===== src/rtl/cr_lut_pkg.sv =====
package cr_lut_pkg;
  localparam int INSTR_W    = 32;
  localparam int IDX_W      = 3;
  localparam int NUM_FIELDS = 1 << IDX_W;
  localparam int FIELD_W    = 4;
  localparam int CR_W       = FIELD_W * NUM_FIELDS;
  localparam int TBL_W      = 1 << 3;
  localparam int PO_W       = 6;
  localparam int XO_W       = 5;

  // MSB-first instruction bit positions
  localparam int POS_DST  = 6;
  localparam int POS_SRCA = 11;
  localparam int POS_SRCB = 16;
  localparam int POS_TBL  = 19;
  localparam int POS_XO   = 26;
  localparam int POS_LAST = 31;

  typedef struct packed {
    logic writeEn;
    logic binaryMode;
    logic trap;
  } strobes_t;
endpackage


===== src/rtl/cr_lut_ctrl.sv =====
module cr_lut_ctrl
  import cr_lut_pkg::*;
#(
  parameter logic [PO_W-1:0] MAJOR_OP = 6'd22,
  parameter logic [XO_W-1:0] TERN_XO  = 5'd10,
  parameter logic [XO_W-1:0] BIN_XO   = 5'd11
) (
  input  logic [INSTR_W-1:0] instr,
  output strobes_t           stb,
  output logic [IDX_W-1:0]   dstIdx,
  output logic [IDX_W-1:0]   srcAIdx,
  output logic [IDX_W-1:0]   srcBIdx,
  output logic [FIELD_W-1:0] mask,
  output logic [TBL_W-1:0]   truthTbl
);
  localparam int MSB = INSTR_W - 1;

  logic [PO_W-1:0] majorOp;
  logic [XO_W-1:0] extOp;
  logic isTern, isBin, legalOp, maskZero;

  assign majorOp = instr[MSB -: PO_W];
  assign extOp   = instr[MSB-POS_XO -: XO_W];
  assign dstIdx  = instr[MSB-POS_DST -: IDX_W];
  assign srcAIdx = instr[MSB-POS_SRCA -: IDX_W];
  assign srcBIdx = instr[MSB-POS_SRCB -: IDX_W];

  // mask pieces: two bits after the destination, two after source A
  assign mask[0] = instr[MSB-(POS_DST+IDX_W)];
  assign mask[1] = instr[MSB-(POS_DST+IDX_W+1)];
  assign mask[2] = instr[MSB-(POS_SRCA+IDX_W)];
  assign mask[3] = instr[MSB-(POS_SRCA+IDX_W+1)];

  for (genvar t = 0; t < TBL_W - 1; t++) begin : g_tbl
    assign truthTbl[t] = instr[MSB-(POS_TBL+t)];
  end
  assign truthTbl[TBL_W-1] = instr[MSB-POS_LAST];

  always_comb begin
    isTern   = (majorOp == MAJOR_OP) && (extOp == TERN_XO);
    isBin    = (majorOp == MAJOR_OP) && (extOp == BIN_XO);
    legalOp  = isTern || isBin;
    maskZero = (mask == '0);
    stb.trap       = !legalOp || maskZero;
    stb.writeEn    = !stb.trap;
    stb.binaryMode = isBin;
  end
endmodule


===== src/rtl/cr_lut_datapath.sv =====
module cr_lut_datapath
  import cr_lut_pkg::*;
(
  input  logic               clk,
  input  logic               rstN,
  input  strobes_t           stb,
  input  logic [IDX_W-1:0]   dstIdx,
  input  logic [IDX_W-1:0]   srcAIdx,
  input  logic [IDX_W-1:0]   srcBIdx,
  input  logic [FIELD_W-1:0] mask,
  input  logic [TBL_W-1:0]   truthTbl,
  input  logic [CR_W-1:0]    crIn,
  output logic [CR_W-1:0]    crOut,
  output logic               illegalOut
);
  logic [FIELD_W-1:0] fieldArr [NUM_FIELDS];
  logic [FIELD_W-1:0] dstOld, srcA, srcB, lutRev, merged;
  logic [CR_W-1:0]    crNext;

  for (genvar f = 0; f < NUM_FIELDS; f++) begin : g_split
    assign fieldArr[f] = crIn[CR_W-1-FIELD_W*f -: FIELD_W];
  end

  // all reads come from crIn, before any write
  assign dstOld = fieldArr[dstIdx];
  assign srcA   = fieldArr[srcAIdx];
  assign srcB   = fieldArr[srcBIdx];

  // lutRev[k] is field bit k of srcB
  for (genvar k = 0; k < FIELD_W; k++) begin : g_rev
    assign lutRev[k] = srcB[FIELD_W-1-k];
  end

  for (genvar i = 0; i < FIELD_W; i++) begin : g_lane
    localparam int P = FIELD_W - 1 - i;
    logic [2:0] ternSel;
    logic [1:0] binSel;
    logic       newBit;
    assign ternSel   = {dstOld[P], srcA[P], srcB[P]};
    assign binSel    = {dstOld[P], srcA[P]};
    assign newBit    = stb.binaryMode ? lutRev[binSel] : truthTbl[ternSel];
    assign merged[P] = mask[i] ? newBit : dstOld[P];
  end

  always_comb begin
    crNext = crIn;
    if (stb.writeEn) begin
      for (int f = 0; f < NUM_FIELDS; f++) begin
        if (dstIdx == IDX_W'(f)) crNext[CR_W-1-FIELD_W*f -: FIELD_W] = merged;
      end
    end
  end

  always_ff @(posedge clk or negedge rstN) begin
    if (!rstN) begin
      crOut      <= '0;
      illegalOut <= 1'b0;
    end else begin
      crOut      <= crNext;
      illegalOut <= stb.trap;
    end
  end
endmodule


===== src/rtl/cr_lut_unit.sv =====
module cr_lut_unit
  import cr_lut_pkg::*;
#(
  parameter logic [5:0] MAJOR_OP = 6'd22,
  parameter logic [4:0] TERN_XO  = 5'd10,
  parameter logic [4:0] BIN_XO   = 5'd11
) (
  input  logic        clk,
  input  logic        rstN,
  input  logic [31:0] instrIn,
  input  logic [31:0] crIn,
  output logic [31:0] crOut,
  output logic        illegalOut
);
  strobes_t           stb;
  logic [IDX_W-1:0]   dstIdx, srcAIdx, srcBIdx;
  logic [FIELD_W-1:0] mask;
  logic [TBL_W-1:0]   truthTbl;

  cr_lut_ctrl #(
    .MAJOR_OP(MAJOR_OP), .TERN_XO(TERN_XO), .BIN_XO(BIN_XO)
  ) u_ctrl (
    .instr(instrIn), .stb(stb), .dstIdx(dstIdx), .srcAIdx(srcAIdx),
    .srcBIdx(srcBIdx), .mask(mask), .truthTbl(truthTbl)
  );

  cr_lut_datapath u_dp (
    .clk(clk), .rstN(rstN), .stb(stb), .dstIdx(dstIdx), .srcAIdx(srcAIdx),
    .srcBIdx(srcBIdx), .mask(mask), .truthTbl(truthTbl), .crIn(crIn),
    .crOut(crOut), .illegalOut(illegalOut)
  );
endmodule


===== config.mk =====
export PLATFORM = sky130hd
export DESIGN_NAME = cr_lut_unit
export DESIGN_NICKNAME = d
export VERILOG_FILES = /design/src/rtl/cr_lut_pkg.sv /design/src/rtl/cr_lut_ctrl.sv /design/src/rtl/cr_lut_datapath.sv /design/src/rtl/cr_lut_unit.sv
export SDC_FILE = /design/constraint.sdc
export NUM_CORES = 1
export LEC_CHECK = 0
export BUFFER_PORTS_ARGS = -buffer_cell sky130_fd_sc_hd__buf_2
export CAP_MARGIN = 15
export CORE_ASPECT_RATIO = 1.2
export CORE_MARGIN = 10
export CORE_UTILIZATION = 50
export DETAILED_ROUTE_END_ITERATION = 8
export GPL_ROUTABILITY_DRIVEN = 0
export PLACE_DENSITY = 0.81
export SLEW_MARGIN = 40
export SYNTH_ARGS = -nofsm -noshare
export SYNTH_HDL_FRONTEND = slang
export SYNTH_HIERARCHICAL = 1
export SYNTH_SLANG_ARGS = --single-unit

===== constraint.sdc =====
create_clock -name clk -period 0.8 [get_ports clk]
set_input_delay 0.24 -clock clk [delete_from_list [all_inputs] [get_ports clk]]
set_output_delay 0.24 -clock clk [all_outputs]
set_load 0.05 [all_outputs]

* Word level (Yosys, flattened, before mapping)
Index checks and enable logic that the tools add are counted.
Word-level totals: bits in registers 33, input bits 66
Operators by class: equality and inequality tests 10, muxes and demuxes 42, bitwise gates (word level) 3, reduce and logical (&&, ||, !) cells 7, $lt $le $gt $ge 11
Operator list (number):
- 4-bit two-way mux | 14
- 4-bit binary-select mux with 3-bit select | 3
- 32-bit two-way mux | 1
- 3-bit by 4-bit < comparator with 1-bit output (second input constant) | 4
- 1-bit two-way mux | 16
- 1-bit binary-select mux with 3-bit select | 4
- 3-bit == test (second input constant) | 4
- 4-bit >= comparator (second input constant) | 3
- 2-bit by 3-bit < comparator with 1-bit output (second input constant) | 4
- 3-bit inverter with 4-bit output | 3
- 5-bit by 4-bit == test with 1-bit output (second input constant) | 2
- 1-bit binary-select mux with 2-bit select | 4
- 3-bit by 2-bit == test with 1-bit output (second input constant) | 2
- 6-bit by 5-bit == test with 1-bit output (second input constant) | 1
- 4-bit logical NOT | 1
- 3-bit by 1-bit == test with 1-bit output (second input constant) | 1
- 3-bit logical NOT | 1
- 1-bit logical AND | 2
- 1-bit logical OR | 2
- 1-bit logical NOT | 1

* Depth between registers and ports, before layout
Gate-level depths: netlist of run 1.
word-level depth 10, depth in mapped cells 10, mapped depth without buffers 8

* Cells and area by module
Netlist of run 1, hierarchy kept.
By module, submodules not included:
- cr_lut_datapath | times used 1, area an instance 2467.4 um^2, sequential area each 825.8 um^2, cells each 227
- cr_lut_ctrl | times used 1, area an instance 222.7 um^2, sequential area each 0.0 um^2, cells each 29

* Worst setup path before layout of run 1
No wires, ideal clock.
path kind input port to flip-flop, start input instrIn[18], end register u_dp.crOut[29], buffers on the path 2, setup time 0.159 ns, data arrival time 2.083 ns, setup slack -1.442 ns, cell stages on the path 8, path through buf_4 > buf_4 > mux4_2 > mux2i_4 > mux2i_1 > mux2i_1 > o2111ai_1 > a31oi_1
Between the ends: word-level cells in the longest chain between the ends 10, elaborated cells on any way between the ends 12, classes of those cells mux (11); bitwise (1)
RTL lines:
- from (decl) | line cr_lut_unit.sv:10 | input logic [31:0] instrIn,
- 3-bit inverter with 4-bit output (not written as such) * | line cr_lut_datapath.sv:26 | assign srcA = fieldArr[srcAIdx];
- 4-bit binary-select mux with 3-bit select * | line cr_lut_datapath.sv:26
- 4-bit two-way mux (not written as such) * (2 in series) | line cr_lut_datapath.sv:26
- 1-bit binary-select mux with 3-bit select / 1-bit binary-select mux with 2-bit select (equally long branches) | line cr_lut_datapath.sv:41 | assign newBit = stb.binaryMode ? lutRev[binSel] : truthTbl[ternSel];
- 1-bit two-way mux (not written as such) | line cr_lut_datapath.sv:41
- 1-bit two-way mux * | line cr_lut_datapath.sv:41
- 1-bit two-way mux * | line cr_lut_datapath.sv:42 | assign merged[P] = mask[i] ? newBit : dstOld[P];
- 4-bit two-way mux * | line cr_lut_datapath.sv:49 | if (dstIdx == IDX_W'(f)) crNext[CR_W-1-FIELD_W*f -: FIELD_W] = merged;
- 32-bit two-way mux * | line cr_lut_datapath.sv:47 | if (stb.writeEn) begin
- named net u_dp.crNext[29] | line cr_lut_datapath.sv:18 | logic [CR_W-1:0] crNext;
- to (signal assigned) | line cr_lut_datapath.sv:59 | crOut <= crNext;
- to (decl) | line cr_lut_datapath.sv:13 | output logic [CR_W-1:0] crOut,
The timed path passes the listed nets; every way through them passes the cells marked *. The select of a mux whose other input is x is not followed.

* Worst setup path in the final report of run 1
start input crIn[3], end register u_dp.crOut[3]
Between the ends: word-level cells in the longest chain between the ends 9, elaborated cells on any way between the ends 17, classes of those cells mux (17)
RTL lines:
- from (decl) | line cr_lut_unit.sv:11 | input logic [31:0] crIn,
- 4-bit binary-select mux with 3-bit select (on tied branches) | line cr_lut_datapath.sv:27, cr_lut_datapath.sv:26, cr_lut_datapath.sv:25
- 4-bit two-way mux (on tied branches) (2 in series) | line cr_lut_datapath.sv:27, cr_lut_datapath.sv:26, cr_lut_datapath.sv:25
- 1-bit binary-select mux with 3-bit select / 1-bit binary-select mux with 2-bit select (equally long branches) | line cr_lut_datapath.sv:41
- 1-bit two-way mux (not written as such) | line cr_lut_datapath.sv:41
- 1-bit two-way mux | line cr_lut_datapath.sv:41
- 1-bit two-way mux | line cr_lut_datapath.sv:42
- 4-bit two-way mux | line cr_lut_datapath.sv:49
- 32-bit two-way mux * | line cr_lut_datapath.sv:47
- named net u_dp.crNext[3] | line cr_lut_datapath.sv:18
Marked as above.

==> results of run 1 <==
[worst paths after layout]
path | cells after the start | slack (ns) | end
min in group asynchronous | 3 | 0.46 | u_dp/crOut[25]$_DFF_PN0_
worst max-delay path | 7 | -1.19 | u_dp/crOut[3]$_DFF_PN0_
max in group asynchronous | 3 | 0.15 | u_dp/crOut[14]$_DFF_PN0_
worst min-delay path | 4 | 0.27 | u_dp/illegalOut$_DFF_PN0_
[repair_timing]
item                                    in CTS  in global routing
gates cloned                                 0                  0
pin swaps                                   11                 14
setup buffers                                4                  4
hold buffers                                 1                  0
endpoints found under the hold margin       33                  0
endpoints found under the setup margin      66                 66
resized for setup                           99                 27
[kinds of logic after synthesis]
group	share of synthesized area [%]
simple gates	16.2
flops	30.7
mux	31.3
buf+inv	8.47
compound gates	13.3
[per-stage QoR]
| step | setup slack (ns) | total power (W) | util (%) |
|---|---|---|---|
| after floorplan | -1.42 | 0.00318 | - |
| after global placement | -1.43 | 0.00394 | 72.2 |
| after detailed placement | -1.55 | 0.00401 | 72.2 |
| after CTS | -1.12 | 0.00593 | 81.8 |
| after global routing | -1.22 | 0.00641 | 84.8 |
| final | -1.19 | 0.00626 | 84.8 |
[layout by cell type, fill, tap and decap left out, types with 3 or more instances in the layout]
master     netlist  layout
a21oi_2          0       8
a31oi_1         27      20
a31oi_2          0       5
buf_12           0       4
buf_2            2      55
buf_4           23      88
buf_6            1      45
clkbuf_8         0       5
dfrtp_2          0      32
mux2_2           5       4
mux2_4           2       3
mux2i_1         13      12
mux2i_4          2       4
mux4_2          24      24
nand2_1         17      15
nand2b_1         3       3
nor2_1          43      42
nor3b_1          6       3
nor3b_2          0       3
o2111ai_2        0       3
o211ai_1         4       4
[power by group through the flow]
stage	clock network, W	registers (W)	logic (W)
detailed placement	0	0.00181	0.00220
finish	0.00165	0.00181	0.00281
floorplan	0	0.00212	0.00106
CTS	0.00166	0.00180	0.00247
global route	0.00170	0.00181	0.00289
global placement	0	0.00181	0.00213
[routing by layer]
metal  wire [µm]  up-vias  GRT usage (%)
li1            -     1313              -
met1        4230     1610           29.1
met2        6820      396           50.6
met3        1610      135           9.16
met4        1280        0           22.5
met5           0        -              0
[flip-flops by register name, indices dropped and copies added (netlist names)]
register and cells:
u_dp/illegalOut 1, u_dp/crOut 32
[critical path, delay by kind of cell]
| family | cells | cell delay [ns] |
|---|---|---|
| AOI/OAI and AO/OA | 3 | 0.64 |
| buffers and inverters | 1 | 0.14 |
| muxes | 3 | 1.12 |
[final cells by class]
cell class              instances  area share [%]
clock inverters                 3            1.04
flip-flops and latches         33            19.4
multi-input cells             188            40.9
clock buffers                   5            1.54
inverters                       2           0.168
well taps                      62            1.74
repair buffers                196            35.2
==> results.md, run 1 <==
* Status: finished with violations
* Failing checks: negative setup slack
* Yosys top cell area share at a little under a third
* H-tree depth at 2
* Relative slew slack at 72.9%
* Detailed Routing Iterations Pass 1 at 6
* CP max stage cell: mux4_2
* Clock power frac at a little over a quarter
* Area occupied by multi-input gates at 0.00182 mm²
* Sequential share of power at 28.9%
* Synth warn at 6
* Hold Path Class: input port to flip-flop
* Fin cells at ~500
* ANT cells at 0
* Chip Width at approximately 87 µm
* CTS Buf Count at 5
* Fin crit share at 249%
* Die Y at about 100 µm
* CTS root buffer: clkbuf_8
* Vias in the first global route at approximately 3.6k
* Critical path capture point type: flip-flop
* Worst Hold Launch: instrIn[26]
* Dpl cells at 472
* Share of layout cells above drive strength 1 at a little under three quarters
* Via count at 3,454
* Post-synth EDFFs at 0
* Final Hold Viols at 0
* Antenna Nets Post-Route at 0
* Net count, final at 492
* Top cells by area, synth: dfrtp_1 (31%), mux4_2 (20%), buf_4 (6.4%)
* DR iter-0 viols at ~500
* Fmax at about 500 MHz
* Arrival @ worst endpoint at 2.15 ns
* Rows at 29
* Num ports at 99
* Port bufs at 98
* CP Max Fanout at 8
* Yosys top cell by area: dfrtp_1
* Unrepaired setup endpoints after global routing: yes
* Register area at ~870 µm²
* Cell variety after synth at 40
* Max VDD drop at 0.00112 V
* CTS Sinks at 33
* Pleak at 1.95 nW
* Die area at 0.00873 mm²
* Hold Slack at between 0.2 and 0.3 ns
* Pint at ~0.004 W
* Final setup TNS at -45.33 ns
* Dpl cell area at ~0.0038 mm²
* Worst path most repeated cell: mux2_4
* Power Dens Cells at 1400 mW/mm²
* GRT overflow at 0
* Sw Ratio at 36.4%
* CTS tree: done
* Kind of critical path: input port to flip-flop
* Clock Tree Buf Depth at 2
* Critical Path RT at about 0.95 ns
* Total Routed Length at 13,900 µm
* Most used flip-flop cell after synthesis: dfrtp_1
* Fin area at 0.00446 mm²
* Vias/cell at 7.06
* Top post-synthesis cells by count: nor2_1 (43), dfrtp_1 (33), a31oi_1 (27)
* Drt wl/cell at 28.5 µm
* First-pass GRT wire length at between 15,000 and 20,000 µm
* GR Util All Layers at 29.7%
* Largest net degree at the start of global routing at 34
* Post-Synthesis Cells at 256
* Core Region at about 0.0053 mm²
* Layout area overhead at 65.8%
* Initial antenna violation count at 0
* Final worst path period need at about 2.0 ns
* # setup viols final at 66
* Worst path max stage delay at 0.52 ns
* Async S/R FF share, synth at 100%
* Layout fillers at 258
* Post-route DRC at 0
* Fin. max-slew vios at 0
* Most common cell in the netlist: nor2_1
* Yosys reg bits at 33
* Worst setup path startpoint: crIn[3]
* Syn Nets at roughly 320
* Cell Area, Synth at between 0.002 and 0.003 mm²
* Comb power frac at 44.8%
* P_sw at 0.00228 W
* Slack of the critical path at -1.19 ns
* Worst Setup Start Kind: input port
* Register area share after synthesis at slightly above 30%
* Max_cap viols at 0
* Initial Util at 51.1%
* Synth Area per Inst at between 10 and 15 µm²
* Crit path cell chain: buf_2, mux4_2, mux2_4, mux2_4, o22a_1, o211ai_4, a31oi_2
* Clk slew on worst S/H paths at approximately 0.08 ns
* Slew @ Worst Pin at 0.404 ns
* DP HPWL at 8010 µm
No activity file was read; power rests on OpenSTA's default activity.
==> run 2: changes to the inputs <==
--- a/config.mk
+++ b/config.mk
@@ -13,6 +13,7 @@
 export DETAILED_ROUTE_END_ITERATION = 8
 export GPL_ROUTABILITY_DRIVEN = 0
 export PLACE_DENSITY = 0.81
+export RECOVER_POWER = 100
 export SLEW_MARGIN = 40
 export SYNTH_ARGS = -nofsm -noshare
 export SYNTH_HDL_FRONTEND = slang
==> run 2 against run 1 <==
Critical path depth rose by 2. Combinational power barely moved. Critical endpoint is now u_dp/crOut[29]$_DFF_PN0_. Critical path type unchanged. Fmax fell by 1.4%. Sequential share of layout area barely moved. Power barely moved. Highest routed layer unchanged. Largest power group unchanged. Die area did not move. Global-route usage did not move. The run still ends with negative setup slack left. Final cell count did not move. Utilization fell by 0.19 points.
==> results.md, run 2 (synthesized netlist as in run 1, its figures left out) <==
* Initial antenna violation count at 0 (unchanged)
* H-tree depth at 2 (unchanged)
* Max reg flops at 32 (unchanged)
* Clock Tree Buf Depth at 2 (unchanged)
* Total power at 0.00625 W (about the same)
* CTS Buf Count at 5 (unchanged)
* Chip Width at 87.0 µm (unchanged)
* CTS tree: done
* Worst path max stage delay at 0.38 ns (-0.14 ns)
* Top reg by flops: u_dp/crOut
* Vias/cell at 7.11 (+0.67%)
* Rows at 29 (unchanged)
* Arrival @ worst endpoint at 2.23 ns (+0.08 ns)
* ANT cells at 0 (unchanged)
* Slew @ Worst Pin at 0.431 ns (+0.0268 ns)
* First-pass GRT wire length at 19,800 µm (unchanged)
* CP Max Fanout at 4 (-4)
* Unrepaired setup endpoints after global routing: yes
* GR Util All Layers at 29.7% (unchanged)
* Worst path most repeated cell: buf_4
* Final setup TNS at -45.60 ns (-0.271 ns)
* Commonest non-fill, non-tap cell in the layout: buf_4
* Vias in the first global route at 3,612 (unchanged)
* Failing checks: negative setup slack
* Initial Util at 51.1% (unchanged)
* Hold Path Class: input port to flip-flop
* Power Dens Cells at 1410 mW/mm² (+0.13%)
* GRT overflow at 0 (unchanged)
* Antenna Nets Post-Route at 0 (unchanged)
* DP HPWL at 8010 µm (unchanged)
* Core Region at 0.00526 mm² (unchanged)
* Area occupied by multi-input gates at 0.00182 mm² (unchanged)
* CP max stage cell: nor4bb_1
* Register area at 866 µm² (unchanged)
* CTS Sinks at 33 (unchanged)
* Final Hold Viols at 0 (unchanged)
* CTS root buffer: clkbuf_8
* Max_cap viols at 0 (unchanged)
* Layout area overhead at 65.4%
* # setup viols final at 66 (unchanged)
* Hold Slack at 0.274 ns (-0.000711 ns)
* Crit path cell chain: buf_2, nor4bb_1, buf_4, and3_1, nand2b_1, nor3_1, buf_4, nor2_1, a31oi_2
* Worst setup path startpoint: instrIn[3]
* Pleak at 1.94 nW (-0.31%)
* Max VDD drop at 0.00112 V (about the same)
* Top flop regs: u_dp/crOut x32, u_dp/illegalOut x1
* Worst Setup Start Kind: input port
* Relative slew slack at 71.1% (-1.8 points)
* Kind of critical path: input port to flip-flop
* Fmax at 495 MHz (-1.4%)
* Fin crit share at 252% (+3.5 points)
* Post-route DRC at 0 (unchanged)
* Drt wl/cell at 28.6 µm (+0.23%)
* DP Worst Slack at -1.55 ns (unchanged)
* Commonest non-fill, non-tap cells in the layout: buf_4 (88), buf_2 (54), buf_6 (46), nor2_1 (42), dfrtp_2 (32)
* CP Capture Point: u_dp/crOut[29]$_DFF_PN0_
* Share of layout cells above drive strength 1 at 71.4% (-0.23 points)
* Final worst path period need at 2.02 ns (+0.0282 ns)
* Via count at 3,477 (+0.67%)
* Die area at 0.00873 mm² (unchanged)
* Die Y at 100 µm (unchanged)
* Num ports at 99 (unchanged)
* Detailed Routing Iterations Pass 1 at 7 (+1)
* Layout fillers at 259 (+0.39%)
* Slack of the critical path at -1.22 ns (-0.0282 ns)
* Critical path capture point type: flip-flop
* Status: finished with violations
* Largest net degree at the start of global routing at 34 (unchanged)
* Total Routed Length at 14,000 µm (+0.23%)
* Net count, final at 492 (unchanged)
* DR iter-0 viols at 584 (+14%)
* Fin. max-slew vios at 0 (unchanged)
* Port bufs at 98 (unchanged)
* Critical Path RT at 1.01 ns (+0.06 ns)
* Clk slew on worst S/H paths at 0.08 ns (about the same)
-- run 2: layer usage --
metal | global-route usage, % | vias up | wire [µm]
met5 | 0 | - | 0
met1 | 29.1 | 1614 | 4340
met2 | 50.6 | 404 | 6770
met4 | 22.5 | 0 | 1330
li1 | - | 1309 | -
met3 | 9.16 | 150 | 1540
-- run 2: worst max-delay path: cells and delay by family --
kind,cells,cell delay (ns)
simple gates,5,1.29
buf+inv,3,0.53
compound gates,1,0.17
-- run 2: through the flow --
stage                     instance area [µm²]  std cells  utilization (%)
after floorplan                          2770        256                -
after global placement                   3800        472             72.2
after detailed placement                 3800        472             72.2
after CTS                                4310        485             81.8
after global routing                     4450        489             84.6
final                                    4450        489             84.6
-- run 2: layout make-up --
class	count	share of cell area, %
clock buffers	5	1.55
clock inverters	3	1.04
inverters	2	0.169
multi-input cells	188	41.0
flip-flops and latches	33	19.5
well taps	62	1.74
repair buffers	196	35.1
-- run 2: worst min path at each step --
stage,from,to,cells past startpoint
6_report,instrIn[26],u_dp/illegalOut$_DFF_PN0_,4
5_1_grt,crIn[0],u_dp/crOut[0]$_DFF_PN0_,3
4_1_cts,crIn[11],u_dp/crOut[11]$_DFF_PN0_,3
3_5_place_dp,rstN,u_dp/crOut[1]$_DFF_PN0_,2
3_3_place_gp,rstN,u_dp/crOut[5]$_DFF_PN0_,2
2_1_floorplan,rstN,u_dp/crOut[0]$_DFF_PN0_,0
-- run 2: power breakdown --
group | switching, W | internal, W | total, W
clock | 0.000711 | 0.000933 | 0.00164
sequential | 0.0000449 | 0.00176 | 0.00181
combinational | 0.00152 | 0.00128 | 0.00280
-- run 2: timing repair --
| item | CTS | global route |
|---|---|---|
| resized for setup | 99 | 27 |
| endpoints found under the setup margin | 66 | 66 |
| buffers inserted | 4 | 4 |
| pin swaps | 11 | 14 |
| endpoints found under the hold margin | 33 | 0 |
| gates cloned | 0 | 0 |
| hold buffers | 1 | 0 |
==> run 3: changes to the inputs <==
--- a/config.mk
+++ b/config.mk
@@ -5,11 +5,12 @@
 export SDC_FILE = /design/constraint.sdc
 export NUM_CORES = 1
 export LEC_CHECK = 0
+export ABC_AREA = 1
 export BUFFER_PORTS_ARGS = -buffer_cell sky130_fd_sc_hd__buf_2
 export CAP_MARGIN = 15
-export CORE_ASPECT_RATIO = 1.2
+export CORE_ASPECT_RATIO = 0.7
 export CORE_MARGIN = 10
-export CORE_UTILIZATION = 50
+export CORE_UTILIZATION = 52
 export DETAILED_ROUTE_END_ITERATION = 8
 export GPL_ROUTABILITY_DRIVEN = 0
 export PLACE_DENSITY = 0.81
==> run 3 against run 2 <==
The run ends with design-rule violations, negative setup slack left. Sequential cell count stayed put. Via count increased by 46%. Fmax up 16%. Worst setup slack improved by 0.28 ns. Non-clock buffer count is 32 lower. Worst hold slack got worse by 0.072 ns. Sequential share of layout area fell by 2.7 points. Combinational power is 17% higher. Synthesized cell count rose by 110%. Die area is 11% higher. Count of clock-buffer cells in the layout is 1 higher. First-iteration DRC count rose by 130%.
==> results.md, run 3 <==
* Status: finished with violations
* Failing checks: design-rule violations, negative setup slack
* Worst setup path startpoint: instrIn[24]
* Post-Synthesis Cells at 530 (+110%)
* Register area at 860 µm² (-0.72%)
* Layout area overhead at 62.5%
* Yosys top cell area share at 26.1% (-4.6 points)
* Max_cap viols at 0 (unchanged)
* CTS tree: done
* Initial Util at 54.4% (+3.2 points)
* Layout fillers at 248 (-4.2%)
* Die area at 0.00965 mm² (+11%)
* Top flop regs: u_dp/crOut x32, u_dp/illegalOut x1
* Vias/cell at 6.83 (-4.0%)
* Yosys reg bits at 33 (unchanged)
* Slew @ Worst Pin at 0.418 ns (-0.0122 ns)
* Commonest non-fill, non-tap cells in the layout: nand2_1 (124), inv_1 (62), buf_2 (60), buf_4 (55), nor2_1 (54)
* Top post-synthesis cells by count: nand2_1 (172), nand3_1 (80), inv_1 (63)
* GR Util All Layers at 27.5% (-2.1 points)
* Detailed Routing Iterations Pass 1 at 9 (+2)
* Register area share after synthesis at 26.1% (-4.6 points)
* Core Region at 0.00581 mm² (+10%)
* CTS Sinks at 33 (unchanged)
* Main combinational cell family by area after synthesis: simple AND/OR/NAND/NOR gates
* Slack of the critical path at -0.939 ns (+0.281 ns)
* Critical Path RT at 0.98 ns (-0.03 ns)
* Critical path capture point type: flip-flop
* Final Hold Viols at 0 (unchanged)
* Hold Path Class: input port to flip-flop
* Rows at 23 (-21%)
* Compound-gate portion of the synthesized area at 10.2% (-3.0 points)
* Synth warn at 6 (unchanged)
* DP HPWL at 9080 µm (+13%)
* Final worst path period need at 1.74 ns (-0.281 ns)
* Post-synth EDFFs at 0 (unchanged)
* GRT overflow at 0 (unchanged)
* Dpl cells at 727 (+54%)
* Most common cell in the netlist: nand2_1
* Share of layout cells above drive strength 1 at 53.0% (-18 points)
* Area occupied by multi-input gates at 0.00246 mm² (+35%)
* CP Max Fanout at 8 (+4)
* Drt wl/cell at 24.6 µm (-14%)
* Worst Setup Start Kind: input port
* Fmax at 575 MHz (+16%)
* CTS Buf Count at 5 (unchanged)
* Xor and xnor area share after synthesis at 0% (unchanged)
* Most used flip-flop cell after synthesis: dfrtp_1
* Total Routed Length at 18,300 µm (+31%)
* Arrival @ worst endpoint at 1.92 ns (-0.31 ns)
* Port bufs at 98 (unchanged)
* Total power at 0.00638 W (+1.9%)
* Fin crit share at 217% (-35 points)
* Vias in the first global route at 4,481 (+24%)
* Die Y at 85.2 µm (-15%)
* Fin cells at 745 (+52%)
* Max reg flops at 32 (unchanged)
* Clk slew on worst S/H paths at 0.08 ns (about the same)
* Antenna Nets Post-Route at 0 (unchanged)
* H-tree depth at 2 (unchanged)
* Worst Hold Launch: crIn[15]
* Top cells by area, synth: dfrtp_1 (26%), nand2_1 (20%), nand3_1 (13%)
* Relative slew slack at 72.1% (+1.0 points)
* Max VDD drop at 0.00127 V (+14%)
* Final Util at 88.4% (+3.8 points)
* Async S/R FF share, synth at 100% (unchanged)
* # setup viols final at 65 (-1.5%)
* Num ports at 99 (unchanged)
* Clock Tree Buf Depth at 2 (unchanged)
* Post-route DRC at 83 (+83)
* Post-Synth Adder-Cell Area at 0% (unchanged)
* Power Dens Cells at 1240 mW/mm² (-12%)
* Net count, final at 735 (+49%)
* ANT cells at 0 (unchanged)
* Via count at 5,085 (+46%)
* Hold Slack at 0.202 ns (-0.0723 ns)
* Post-synthesis mux area share at 0% (-31 points)
* CTS root buffer: clkbuf_8
* Commonest non-fill, non-tap cell in the layout: nand2_1
* Pleak at 2.63 nW (+35%)
* Synth Area per Inst at 5.96 µm² (-43%)
* First-pass GRT wire length at 21,900 µm (+10%)
* Chip Width at 113 µm (+30%)
* Initial antenna violation count at 0 (unchanged)
* Cell variety after synth at 26 (-35%)
* Cell Area, Synth at 0.00316 mm² (+17%)
* Syn Nets at 596 (+85%)
* DR iter-0 viols at 1,316 (+130%)
* Unrepaired setup endpoints after global routing: yes
* Largest net degree at the start of global routing at 34 (unchanged)
* Top reg by flops: u_dp/crOut
* Fin. max-slew vios at 0 (unchanged)
* Kind of critical path: input port to flip-flop
* Synth Area in Simple Gates at 46.6% (+30 points)
* Yosys top cell by area: dfrtp_1
## run 3: changes by cell type in the layout (fill, tap and decap cells not counted), sizes merged, moves of 27 or more
cell,delta
a31oi,-27
nand2,+172
nand3,+83
inv,+69
buf,-34
## run 3: final timing paths
path | to | slack, ns | cells past startpoint
hold / removal | u_dp/crOut[15]$_DFF_PN0_ | 0.20 | 3
setup / recovery | u_dp/crOut[10]$_DFF_PN0_ | -0.94 | 9
max in group asynchronous | u_dp/crOut[3]$_DFF_PN0_ | 0.04 | 3
min in group asynchronous | u_dp/crOut[0]$_DFF_PN0_ | 0.48 | 3
## run 3: metrics by stage
| step | setup TNS (ns) | worst slack (ns) | instance area, µm² |
|---|---|---|---|
| after floorplan | -25.01 | -0.785 | 3240 |
| after global placement | -28.18 | -0.932 | 4020 |
| after detailed placement | -30.31 | -0.979 | 4020 |
| after CTS | -27.79 | -0.605 | 4620 |
| after global routing | -37.80 | -0.975 | 5140 |
| final | -36.78 | -0.939 | 5140 |
## run 3: area by class of cell
type	instances	area share (%)
Clock inverter	2	0.195
Timing Repair inverter	1	0.317
Timing Repair Buffer	164	25.3
Sequential cell	33	16.7
Multi-Input combinational cell	390	48.0
Clock buffer	6	1.41
Inverter	74	6.23
Tap cell	75	1.83
## run 3: what timing repair did
| item | in CTS | in global routing |
|---|---|---|
| endpoints found under the setup margin | 65 | 65 |
| gates cloned | 3 | 0 |
| hold buffers | 1 | 0 |
| setup buffers | 2 | 4 |
| resized for setup | 127 | 115 |
| endpoints found under the hold margin | 33 | 0 |
| pin swaps | 24 | 48 |
## run 3: power by group
group          internal [W]  switching [W]
registers           0.00176      0.0000479
clock network      0.000604       0.000687
logic               0.00110        0.00218
total               0.00346        0.00292
## run 3: kinds of logic (layout without fill, tap and decap cells)
kind of cell | after synthesis | count (layout)
simple gates | 334 | 334
buf+inv | 107 | 247
compound gates | 56 | 56
flops | 33 | 33
## run 3: metal layers
| layer | GRT usage [%] | routed length [µm] |
|---|---|---|
| met5 | 0 | 0 |
| met2 | 41.9 | 7280 |
| met4 | 16.9 | 2030 |
| met3 | 9.85 | 3050 |
| met1 | 32.6 | 5940 |
## run 3: critical path, stage by stage
cell and delay [ns]:
buf_2 0.12, nor2_1 0.22, inv_1 0.21, o21ai_0 0.34
o22ai_1 0.21, nor2_1 0.17, nand3_2 0.15, nand2_8 0.16
a21oi_2 0.08
